--- src/rtl/exc_seq_pkg.sv ---
package exc_seq_pkg;
  localparam int NUM_SRC = 6;
  localparam int SRC_RESET = 0;
  localparam int SRC_BUSERR = 1;
  localparam int SRC_BKPT = 2;
  localparam int SRC_IRQ = 3;
  localparam int SRC_TRAP = 4;
  localparam int SRC_ILLEGAL = 5;
  localparam logic [NUM_SRC-1:0] URGENT_MASK = 6'b000111;
  localparam logic [NUM_SRC-1:0] LATCH_MASK = 6'b110111;

  typedef enum logic [1:0] {ST_IDLE, ST_PROCESS, ST_WAIT_FIRST} seqState_t;

  typedef struct packed {
    logic urgentOnly;
    logic accept;
  } seqCtl_t;
endpackage

--- src/rtl/exc_datapath.sv ---
module exc_datapath
  import exc_seq_pkg::*;
#(
  parameter int NUM_IRQ = 7,
  parameter int LVL_W = $clog2(NUM_IRQ + 1)
) (
  input  logic               clk,
  input  logic               rstN,
  input  seqCtl_t            ctl,
  input  logic               reqReset,
  input  logic               reqBusErr,
  input  logic               reqBkpt,
  input  logic [NUM_IRQ-1:0] irqReq,
  input  logic               reqTrap,
  input  logic               reqIllegal,
  output logic               candValid,
  output logic               candIsReset,
  output logic [NUM_SRC-1:0] grant,
  output logic [2:0]         classCode,
  output logic [LVL_W-1:0]   irqLevel
);
  logic [NUM_SRC-1:0] pend, live, allowMask, cand, pick, clearMask;
  logic [LVL_W-1:0] topLevel;
  logic [2:0] pickCode;

  assign live = pend | {reqIllegal, reqTrap, |irqReq, reqBkpt, reqBusErr, reqReset};
  assign allowMask = ctl.urgentOnly ? URGENT_MASK : {NUM_SRC{1'b1}};
  assign cand = live & allowMask;
  assign pick = cand & (~cand + 1'b1);
  assign candValid = |cand;
  assign candIsReset = pick[SRC_RESET];
  assign clearMask = ctl.accept ? pick : '0;

  always_comb begin
    topLevel = '0;
    for (int i = 0; i < NUM_IRQ; i++)
      if (irqReq[i]) topLevel = LVL_W'(i + 1);
  end

  always_comb begin
    pickCode = 3'd0;
    for (int i = 0; i < NUM_SRC; i++)
      if (pick[i]) pickCode = 3'(i + 1);
  end

  always_ff @(posedge clk or negedge rstN) begin
    if (!rstN) begin
      pend <= '0;
      grant <= '0;
      classCode <= '0;
      irqLevel <= '0;
    end else begin
      pend <= live & LATCH_MASK & ~clearMask;
      grant <= clearMask;
      classCode <= ctl.accept ? pickCode : 3'd0;
      irqLevel <= (ctl.accept && pick[SRC_IRQ]) ? topLevel : '0;
    end
  end

  assert_grant_onehot_R1: assert property (@(posedge clk) disable iff (!rstN)
    $onehot0(grant));
  assert_urgent_only_R5: assert property (@(posedge clk) disable iff (!rstN)
    $past(ctl.urgentOnly) |-> !(grant[SRC_IRQ] || grant[SRC_TRAP] || grant[SRC_ILLEGAL]));
endmodule

--- src/rtl/exc_control.sv ---
module exc_control
  import exc_seq_pkg::*;
(
  input  logic    clk,
  input  logic    rstN,
  input  logic    candValid,
  input  logic    candIsReset,
  input  logic    stackDone,
  input  logic    firstRetired,
  input  logic    rtiExec,
  output seqCtl_t ctl,
  output logic    pushFrame,
  output logic    popFrame,
  output logic    irqSenseEn
);
  seqState_t state;
  logic curReset, resetCtx;

  assign ctl.urgentOnly = (state != ST_IDLE);
  assign ctl.accept = candValid;
  assign irqSenseEn = (state == ST_IDLE);

  always_ff @(posedge clk or negedge rstN) begin
    if (!rstN) begin
      state <= ST_IDLE;
      curReset <= 1'b0;
      resetCtx <= 1'b1;
      pushFrame <= 1'b0;
      popFrame <= 1'b0;
    end else begin
      pushFrame <= ctl.accept && !candIsReset;
      popFrame <= rtiExec && !resetCtx;
      if (ctl.accept) begin
        state <= ST_PROCESS;
        curReset <= candIsReset;
        resetCtx <= candIsReset;
      end else begin
        unique case (state)
          ST_PROCESS:    if (curReset || stackDone) state <= ST_WAIT_FIRST;
          ST_WAIT_FIRST: if (firstRetired) state <= ST_IDLE;
          default:       state <= ST_IDLE;
        endcase
      end
    end
  end

  assert_pop_after_rti_R8: assert property (@(posedge clk) disable iff (!rstN)
    popFrame |-> $past(rtiExec));
  assert_sense_low_on_push_R6: assert property (@(posedge clk) disable iff (!rstN)
    pushFrame |-> !irqSenseEn);
endmodule

--- src/rtl/exc_sequencer.sv ---
module exc_sequencer
  import exc_seq_pkg::*;
#(
  parameter int NUM_IRQ = 7,
  parameter int LVL_W = $clog2(NUM_IRQ + 1)
) (
  input  logic               clk,
  input  logic               rstN,
  input  logic               reqReset,
  input  logic               reqBusErr,
  input  logic               reqBkpt,
  input  logic [NUM_IRQ-1:0] irqReq,
  input  logic               reqTrap,
  input  logic               reqIllegal,
  input  logic               stackDone,
  input  logic               firstRetired,
  input  logic               rtiExec,
  output logic [5:0]         grant,
  output logic [2:0]         classCode,
  output logic [LVL_W-1:0]   irqLevel,
  output logic               pushFrame,
  output logic               popFrame,
  output logic               irqSenseEn
);
  seqCtl_t ctl;
  logic candValid, candIsReset;

  exc_datapath #(.NUM_IRQ(NUM_IRQ), .LVL_W(LVL_W)) uDp (
    .clk(clk), .rstN(rstN), .ctl(ctl),
    .reqReset(reqReset), .reqBusErr(reqBusErr), .reqBkpt(reqBkpt),
    .irqReq(irqReq), .reqTrap(reqTrap), .reqIllegal(reqIllegal),
    .candValid(candValid), .candIsReset(candIsReset),
    .grant(grant), .classCode(classCode), .irqLevel(irqLevel)
  );

  exc_control uCtl (
    .clk(clk), .rstN(rstN), .candValid(candValid), .candIsReset(candIsReset),
    .stackDone(stackDone), .firstRetired(firstRetired), .rtiExec(rtiExec),
    .ctl(ctl), .pushFrame(pushFrame), .popFrame(popFrame), .irqSenseEn(irqSenseEn)
  );

  assert_no_push_on_reset_R3: assert property (@(posedge clk) disable iff (!rstN)
    grant[SRC_RESET] |-> !pushFrame);
  assert_push_has_grant_R3: assert property (@(posedge clk) disable iff (!rstN)
    pushFrame |-> (grant != '0 && !grant[SRC_RESET]));
  assert_low_grant_from_idle_R4: assert property (@(posedge clk) disable iff (!rstN)
    (grant[SRC_IRQ] || grant[SRC_TRAP] || grant[SRC_ILLEGAL]) |-> $past(irqSenseEn));
endmodule

--- config.mk ---
export PLATFORM = sky130hd
export DESIGN_NAME = exc_sequencer
export DESIGN_NICKNAME = d
export VERILOG_FILES = /design/src/rtl/exc_seq_pkg.sv /design/src/rtl/exc_datapath.sv /design/src/rtl/exc_control.sv /design/src/rtl/exc_sequencer.sv
export SDC_FILE = /design/constraint.sdc
export NUM_CORES = 1
export LEC_CHECK = 0
export ABC_AREA = 1
export CORE_ASPECT_RATIO = 1.25
export CORE_UTILIZATION = 25
export CTS_CLUSTER_DIAMETER = 200
export CTS_CLUSTER_SIZE = 8
export DETAILED_ROUTE_END_ITERATION = 8
export SLEW_MARGIN = 20
export SYNTH_ARGS = -nofsm -noshare
export SYNTH_HDL_FRONTEND = slang
export SYNTH_SLANG_ARGS = --single-unit
export TNS_END_PERCENT = 5
--- constraint.sdc ---
create_clock -name clk -period 1.6 [get_ports clk]
set_input_delay 0.32 -clock clk [delete_from_list [all_inputs] [get_ports clk]]
set_output_delay 0.32 -clock clk [all_outputs]
set_load 0.05 [all_outputs]
==> impl_metrics.csv, run 1 <==
group,metric,value,unit
placement,dp_hpwl,1.571,mm
clock_network,postCtsSetupRepairBufs,0,
floorplan,initial_utilization,0.2613,
pwr,intPower,0.8384,mW
setup_path,path_delay_family,"flip-flops",
route,route.vias.total,747,
clock_network,clock_sinks,23,
sta,fmax,669.5,MHz
grt,track_usage,0.1073,
pwr,p_sw,0.2798,mW
placement,port_buffers,31,
setup_path,cp-start-kind,"flop",
grt,grt_start_max_net_pins,15,
outcome,status,"finished with violations",
sta,hold_viol,0,
clock_network,clk_latency,0.26,ns
sta,drv_slew,0,
clock_network,cts-buffers-inserted,3,
setup_path,required,1.28,ns
route,drcViolationCount,2,
placement,gp_congestion,0.9151,
min_path,hp-class,"in2async",
floorplan,ioPinCount,32,
route,first_pass_iters,5,
pwr,p_comb_frac,0.134,
synth,synth_seq_area_share,0.5880,
synth,yosys_warnings,0,
sta,period_share,0.9336,
setup_path,critPathMaxFanout,5,
synth,synth_edf_count,0,
grt,grt_overflow_total,0,
clock_network,tritoncts,"yes",
clock_network,cts_buffer_depth,2,
floorplan,die_w,58.03,um
route,wl_per_cell,11.20,um
setup_path,setup.worst_path.end_class,"output pin",
grt,antenna_found_initial,0,
setup_path,worstPathArrival,1.17,ns
grt,grt_pass1_vias,747,
setup_path,path_buf_inv,1,
clock_network,postCtsHoldBufs,0,
clock_network,clkSlewWorstSetupHoldPaths,0.08,ns
clock_network,htreeDepth,1,
synth,ys_ff_latch,23,
pwr,seq_power_share,0.541,
pwr,switching_share,0.2502,
setup_path,crit_path_top_delay_cell,"dfrtp_1",
run,max_cap_viol_count,0,
synth,synthFlopType,"dfrtp_1",
synth,synthCells,93,
clock_network,cts_resized,0,
synth,ys_types,28,
sta,rsz0062_at_grt,"false",
pwr,ir_drop,0.0002606,V
sta,setup_violations,0,
layout,drive_above_1_share,0.3382,
floorplan,fp.dieArea,4180,sq um
synth,synth_area,980.9,sq um
route,drt_iter0_drc,8,
route,ant_nets,0,
synth,synthArstFlopShare,1.000,
outcome,violations,"DRC",
setup_path,slowest_delay,0.44,ns
pwr,power.density,788.2,nW/um^2
layout,utilization,0.3780,
sta,fin_crit,1.494,ns
setup_path,crit_chain,"nor2_4, buf_12",
pwr,clkPwrFrac,0.325,
synth,syn-num-nets,110,
layout,num-fill-cells,395,
sta,fin_skew,0.001400,ns
floorplan,core,3754,sq um
clock_network,clockRootBuffer,"clkbuf_8",
setup_path,crit_type,"reg2out",
route,vias_per_cell,4.244,
layout,diodes,0,
floorplan,die_y,72.04,um
floorplan,rows,25,
pwr,total_power,1.118,mW
layout,area_growth,44.64,%
pwr,p_leak,0.7149,nW
layout,finalNetCount,154,
route,drt_wl_total,1.971,mm
synth,avgSynthCellArea,10.55,sq um
grt,grt_pass1_wl,3.291,mm
## area by class of cell
cell class / count / area, sq um / area share
Clock inverter: 1 / 5.005 / 0.003527
Clock buffer: 3 / 41.29 / 0.02910
Tap cell: 40 / 50.05 / 0.03527
Inverter: 13 / 48.80 / 0.03439
Multi-Input combinational cell: 56 / 344.1 / 0.2425
Timing Repair Buffer: 40 / 352.8 / 0.2487
Sequential cell: 23 / 576.8 / 0.4065
## cell families (layout without fill, tap and decap cells)
| family | count (synthesis) | in the layout | synth area share |
|---|---|---|---|
| AOI/OAI and AO/OA | 9 | 9 | 0.09057 |
| buffers and inverters | 14 | 57 | 0.06122 |
| DFF | 23 | 23 | 0.5880 |
| other | 1 | 1 | 0.003823 |
| and+or+nand+nor | 46 | 46 | 0.2564 |
## synthesized netlist by cell type (2+ instances only)
library cell | number | share of area
nor2_1 | 19 | 0.073
nand4_1 | 3 | 0.019
nand3_2 | 3 | 0.031
nor2_2 | 2 | 0.013
inv_1 | 12 | 0.046
a21oi_2 | 2 | 0.018
dfrtp_1 | 22 | 0.56
nand2_1 | 10 | 0.038
## layout by cell type, fill, tap and decap left out, types with 2 or more instances in the layout
master           netlist  layout
a21oi_2                2       2
buf_4                  0      23
clkbuf_8               0       3
clkdlybuf4s50_1        0      16
dfrtp_1               22      22
inv_1                 12      12
nand2_1               10      10
nand3_2                3       3
nand4_1                3       3
nor2_1                19      19
nor2_2                 2       2
## power by group through the flow
stage               Clock (mW)  Combinational [mW]  Sequential [mW]
global route             0.408               0.161            0.607
CTS                      0.382               0.152            0.606
finish                   0.364               0.149            0.605
global placement             0               0.149            0.616
detailed placement           0               0.152            0.617
floorplan                    0              0.0368            0.647
## stage by stage
step | setup WS, ns | TNS (ns) | area [sq um] | hold slack, ns | instances
6_report | 0.1063 | 0 | 1419 | 0.2756 | 176
5_1_grt | 0.04828 | 0 | 1419 | 0.2756 | 176
4_1_cts | 0.09915 | 0 | 1419 | 0.2794 | 176
3_5_place_dp | -0.04363 | -0.1402 | 1373 | 0.4846 | 172
3_3_place_gp | -0.004283 | -0.008284 | 1373 | 0.4853 | 172
2_1_floorplan | 0.2772 | 0 | 980.9 | 0.02441 | 93
## metal layers
metal	up-vias	wire length [um]	track usage
met5	-	0	0
met4	0	56	0.07937
met3	5	152	0.03030
met2	26	1012	0.1724
met1	342	749	0.1199
li1	374	-	-
## worst reg2reg max path: stages, from the launching register on
cell and delay, ns:
dfrtp_1 0.36, or2_1 0.32, nor2_8 0.22, nand3_2 0.10, nand2_1 0.09, inv_1 0.05
## sequential cells by signal (all words and copies together) (netlist names)
name / count
uCtl.popFrame: 1
uDp.irqLevel: 3
uCtl.state: 2
uCtl.resetCtx: 1
uCtl.pushFrame: 1
uDp.pend: 5
uDp.grant: 6
uDp.classCode: 3
uCtl.curReset: 1
## path summary, 6_finish.rpt
check	slack, ns	cells past startpoint	to	from
setup / recovery	0.11	2	irqSenseEn	uCtl.state[0]
hold / removal	0.28	1	uDp.grant[3]	rstN
setup reg to reg	0.36	5	uCtl.pushFrame	uDp.pend[0]
hold reg to reg	0.50	2	uCtl.resetCtx	uCtl.resetCtx
max in group asynchronous	0.86	2	uDp.classCode[2]	rstN
min in group clk	0.50	2	uCtl.resetCtx	uCtl.resetCtx
Power figures use the tool's default switching activity.
==> run 2: changes to the inputs <==
- CORE_UTILIZATION: 25 -> 44
- PLACE_DENSITY: not set -> 0.77
==> run 2 against run 1 <==
  * The run now ends clean
  * Non-clock buffer count decreased by 1
  * Hold slack improved by 0.069 ns
  * Via count increased by 2.5%
  * Largest cell class unchanged
  * Largest power group unchanged
==> impl_metrics.csv, run 2 (synthesis gave the netlist of run 1 again) <==
group,metric,value,unit
outcome,status,"completed",
floorplan,fp.dieArea,2423,sq um
sta,tns,0,ns
clock_network,clk_latency,0.30,ns
placement,gp_congestion,0.7420,
setup_path,reg2reg_from,"uDp.pend[0]",
sta,fin_crit,1.424,ns
setup_path,ff2ff_setup_slack,0.33,ns
route,route.vias.total,766,
floorplan,initial_utilization,0.4840,
setup_path,crit_chain,"nor2_4, buf_12",
setup_path,r2r_end,"uDp.pend[4]",
grt,grt_pass1_wl,2.822,mm
layout,top_regs,"uDp.grant: 6 flops, uDp.pend: 5 flops",
setup_path,worstPathArrival,1.10,ns
placement,dpl_cell_area,1325,sq um
layout,area_growth,39.41,%
run,max_cap_viol_count,0,
grt,met2_usage,0.3235,
sta,fin_skew,0.0005720,ns
route,vias_per_cell,4.942,
setup_path,r2r_cells,5,
floorplan,die_y,54.79,um
pwr,p_comb_frac,0.146,
clock_network,clkSlewWorstSetupHoldPaths,0.12,ns
pwr,total_power,1.008,mW
pwr,clkPwrFrac,0.253,
route,ant_nets,0,
floorplan,core,2027,sq um
clock_network,clock_sinks,23,
layout,layout_common_cells,"buf_4, dfrtp_1, nor2_1, clkdlybuf4s50_1, inv_1",
floorplan,die_w,44.23,um
pwr,power.density,737.4,nW/um^2
grt,grt.met1_usage,0.1558,
route,first_pass_iters,8,
pwr,switching_share,0.2497,
route,wl_per_cell,11.23,um
placement,port_buffers,31,
route,drt_iter0_drc,6,
layout,largest_reg_flops,6,
grt,track_usage,0.1643,
sta,drv_slew,0,
setup_path,crit_path_top_delay_cell,"dfrtp_1",
clock_network,cts_buffer_depth,2,
setup_path,required,1.28,ns
sta,setup_violations,0,
floorplan,ioPinCount,32,
sta,hold_viol,0,
grt,busiest_layer,"met2",
setup_path,critPathMaxFanout,4,
grt,grt_start_max_net_pins,24,
grt,use_met3,0.03300,
sta,fin_ws,0.1759,ns
floorplan,rows,18,
pwr,ir_drop,0.0005569,V
grt,grt_overflow_total,0,
clock_network,tritoncts,"yes",
setup_path,cp-start-kind,"flop",
pwr,p_leak,0.7059,nW
sta,period_share,0.8901,
sta,fmax,702.2,MHz
clock_network,cts-buffers-inserted,3,
placement,placed_cells,149,
setup_path,crit_type,"reg2out",
grt,grt_pass1_vias,715,
route,drcViolationCount,0,
sta,hold_slack,0.3443,ns
layout,finalNetCount,153,
sta,rsz0062_at_grt,"false",
setup_path,path_delay_family,"flip-flops",
layout,diodes,0,
pwr,seq_power_share,0.601,
layout,utilization,0.6747,
layout,post_layout_nonfiller_instances,155,
clock_network,htreeDepth,1,
setup_path,setup.worst_path.end_class,"output pin",
pwr,intPower,0.7566,mW
layout,final_cell_area,1368,sq um
placement,dp_hpwl,1.386,mm
min_path,hp-class,"in2async",
clock_network,clockRootBuffer,"clkbuf_4",
placement,dp_slack,-0.07483,ns
grt,antenna_found_initial,0,
layout,max_flop_register,"uDp.grant",
pwr,p_sw,0.2518,mW
setup_path,slowest_delay,0.46,ns
setup_path,path_buf_inv,1,
layout,drive_above_1_share,0.3333,
route,drt_wl_total,1.741,mm
-- run 2: cell types whose count changed in the layout (fill, tap and decap cells not counted) --
cell,delta
buf_4,-1
clkbuf_4,+3
clkbuf_8,-3
-- run 2: final cells by class --
type	instances	area [sq um]
sequential	23	576.8
timing repair buffer	39	345.3
clock inverter	1	5.005
multi-input combinational	56	344.1
inverter	13	48.80
fill	168	659.4
tap	20	25.02
clock buffer	3	22.52
-- run 2: power groups by stage --
stage	combinational, mW	sequential (mW)	clock (mW)
6_report	0.147	0.606	0.255
3_5_place_dp	0.149	0.617	0
3_3_place_gp	0.145	0.616	0
2_1_floorplan	0.0368	0.647	0
5_1_grt	0.161	0.608	0.296
4_1_cts	0.149	0.606	0.262
-- run 2: worst register-to-register path, cell delays in order, from the launching register on --
cell and delay [ns]:
dfrtp_1 0.40, or2_1 0.33, nor2_8 0.21, nand3_2 0.13, inv_2 0.07, nor2_1 0.04
-- run 2: worst max path at each step --
| stage | start | endpoint | slack, ns | depth (start not counted) |
|---|---|---|---|---|
| 6_report | uCtl.state[1] | irqSenseEn | 0.18 | 2 |
| 5_1_grt | uCtl.state[1] | irqSenseEn | 0.1 | 2 |
| 4_1_cts | uCtl.state[0] | irqSenseEn | 0.06 | 2 |
| 3_5_place_dp | reqReset | uDp.pend[4] | -0.07 | 6 |
| 3_3_place_gp | irqReq[6] | uDp.pend[4] | -0.01 | 7 |
| 2_1_floorplan | uCtl.state[0] | uDp.pend[5] | 0.28 | 6 |
-- run 2: repair_timing --
action,CTS,global route
setup buffers,0,2
setup endpoints to repair,0,1
hold buffers,0,0
gates resized for setup,0,0
-- run 2: per-layer routing --
layer,wire length (um),up-vias
li1,-,377
met3,92,4
met2,1000,30
met4,34,0
met5,0,-
met1,614,355
==> run 3: changes to the inputs <==
- CORE_UTILIZATION: 44 -> 45
- PLACE_DENSITY: 0.77 -> 0.78
- clock period: 1.6 -> 1.8 ns (I/O delays scaled with it)
==> run 3 against run 2 <==
  * The flow now finishes with violations (DRC)
  * Sequential share of layout area is 1.5 points higher
  * Via count is 6.0% lower
  * Global-route usage is 0.76 points higher
  * Register-to-register slack better by 0.22 ns
  * Power is 11% lower
  * Critical path depth stayed put
  * Count of clock-buffer cells in the layout stayed put
  * Sequential power is 11% lower
  * Worst setup slack better by 0.042 ns
  * Combinational power is 16% lower
  * Largest cell class unchanged
  * Largest power group unchanged
==> impl_metrics.csv, run 3 (synthesis gave the netlist of run 1 again) <==
group,metric,value,unit
outcome,status,"finished with violations",
outcome,violations,"DRC",
sta,fin_crit,1.582,ns
layout,area_growth,34.57,%
route,drcViolationCount,2,
setup_path,cp-start-kind,"flop",
setup_path,crit_type,"reg2out",
grt,grt_pass1_vias,680,
grt,grt.met1_usage,0.1723,
layout,largest_reg_flops,6,
grt,grt_overflow_total,0,
sta,tns,0,ns
grt,met2_usage,0.3184,
clock_network,clkSlewWorstSetupHoldPaths,0.12,ns
clock_network,clk_latency,0.32,ns
floorplan,die_w,43.76,um
placement,port_buffers,31,
sta,fin_skew,0.005173,ns
placement,gp_congestion,0.7350,
layout,max_flop_register,"uDp.grant",
floorplan,rows,18,
setup_path,r2r_end,"uDp.classCode[2]",
setup_path,ff2ff_setup_slack,0.55,ns
floorplan,core,2004,sq um
placement,dp_hpwl,1.335,mm
setup_path,endpoint,"irqSenseEn",
floorplan,initial_utilization,0.4894,
grt,busiest_layer,"met2",
pwr,p_leak,0.6783,nW
clock_network,postCtsSetupRepairBufs,0,
route,ant_nets,0,
grt,use_met3,0.03691,
sta,fmax,632.2,MHz
min_path,hp-class,"in2async",
sta,drv_slew,0,
route,wl_per_cell,11.22,um
sta,rsz0062_at_grt,"false",
grt,grt_pass1_wl,2.863,mm
pwr,power.density,681.0,nW/um^2
layout,drive_above_1_share,0.2656,
setup_path,setup.worst_path.end_class,"output pin",
route,first_pass_iters,6,
setup_path,worstPathArrival,1.22,ns
placement,placed_cells,144,
clock_network,htreeDepth,1,
pwr,ir_drop,0.0004556,V
run,max_cap_viol_count,0,
route,vias_per_cell,4.865,
layout,top_regs,"uDp.grant: 6 flops, uDp.pend: 5 flops",
grt,antenna_found_initial,0,
setup_path,cp-startpoint,"uCtl.state[0]",
grt,grt_start_max_net_pins,24,
floorplan,die_y,54.20,um
sta,hold_viol,0,
clock_network,cts-buffers-inserted,3,
setup_path,r2r_cells,5,
floorplan,ioPinCount,32,
layout,post_layout_nonfiller_instances,148,
setup_path,critPathMaxFanout,5,
layout,mostFrequentLayoutCell,"dfrtp_1",
route,route.vias.total,720,
layout,layout_common_cells,"dfrtp_1, nor2_1, clkdlybuf4s50_1, inv_1, buf_4",
route,drt_iter0_drc,6,
clock_network,cts_buffer_depth,2,
setup_path,required,1.44,ns
sta,setup_violations,0,
clock_network,tritoncts,"yes",
setup_path,reg2reg_from,"uDp.pend[0]",
clock_network,clock_sinks,23,
layout,finalNetCount,146,
floorplan,fp.dieArea,2372,sq um
grt,track_usage,0.1719,
clock_network,postCtsHoldBufs,0,
layout,diodes,0,
clock_network,clockRootBuffer,"clkbuf_4",
route,drt_wl_total,1.661,mm
sta,period_share,0.8788,
==> run 3: cell types whose count changed in the layout (fill, tap and decap cells not counted), sizes merged <==
cell         delta
dlygate4sd2     +4
buf            -11
==> run 3: worst min path at each step <==
| stage | start | slack [ns] | cells past startpoint | endpoint |
|---|---|---|---|---|
| 6_report | rstN | 0.38 | 2 | uCtl.popFrame |
| 4_1_cts | rstN | 0.38 | 2 | uDp.pend[4] |
| 3_5_place_dp | uCtl.resetCtx | 0.48 | 1 | uCtl.popFrame |
| 3_3_place_gp | uCtl.resetCtx | 0.48 | 1 | uCtl.popFrame |
| 2_1_floorplan | rstN | 0.06 | 0 | uCtl.curReset |
| 5_1_grt | rstN | 0.40 | 2 | uCtl.state[1] |
==> run 3: layout make-up <==
type / instances / area, sq um
clock buffer: 3 / 22.52
clock inverter: 1 / 5.005
fill: 164 / 684.4
inverter: 13 / 48.80
multi-input combinational: 56 / 344.1
sequential: 23 / 576.8
tap: 20 / 25.02
timing repair buffer: 32 / 297.8
==> run 3: worst max-delay path, stage by stage (launching register included) <==
cell	delay, ns
dfrtp_1	0.45
nor2_4	0.28
buf_12	0.18
==> run 3: what timing repair did <==
| action | CTS | global route |
|---|---|---|
| gates resized for setup | 4 | 0 |
| endpoints found under the hold margin | 0 | 0 |
| setup endpoints to repair | 4 | 0 |
==> run 3: where the power goes <==
part / internal, mW / switching, mW
clock: 0.0832 / 0.155
sequential: 0.532 / 0.00610
combinational: 0.0515 / 0.0714
total: 0.667 / 0.232
==> run 3: metal layers <==
layer,up-vias,wire length [um]
met4,0,30
met3,3,94
met1,331,604
met2,27,931
met5,-,0
li1,359,-
==> run 3: per-stage QoR <==
step / hold slack (ns) / power (mW) / setup WS, ns / instance area, sq um / utilization
final: 0.3761 / 0.8990 / 0.2182 / 1320 / 0.6586
after global placement: 0.4778 / 0.6719 / 0.1308 / 1297 / 0.6473
after detailed placement: 0.4833 / 0.6752 / 0.09912 / 1297 / 0.6473
after floorplan: 0.06441 / 0.6077 / 0.4772 / 980.9 / -
after CTS: 0.3832 / 0.9099 / 0.2016 / 1320 / 0.6586
after global routing: 0.3959 / 0.9443 / 0.1512 / 1320 / 0.6586
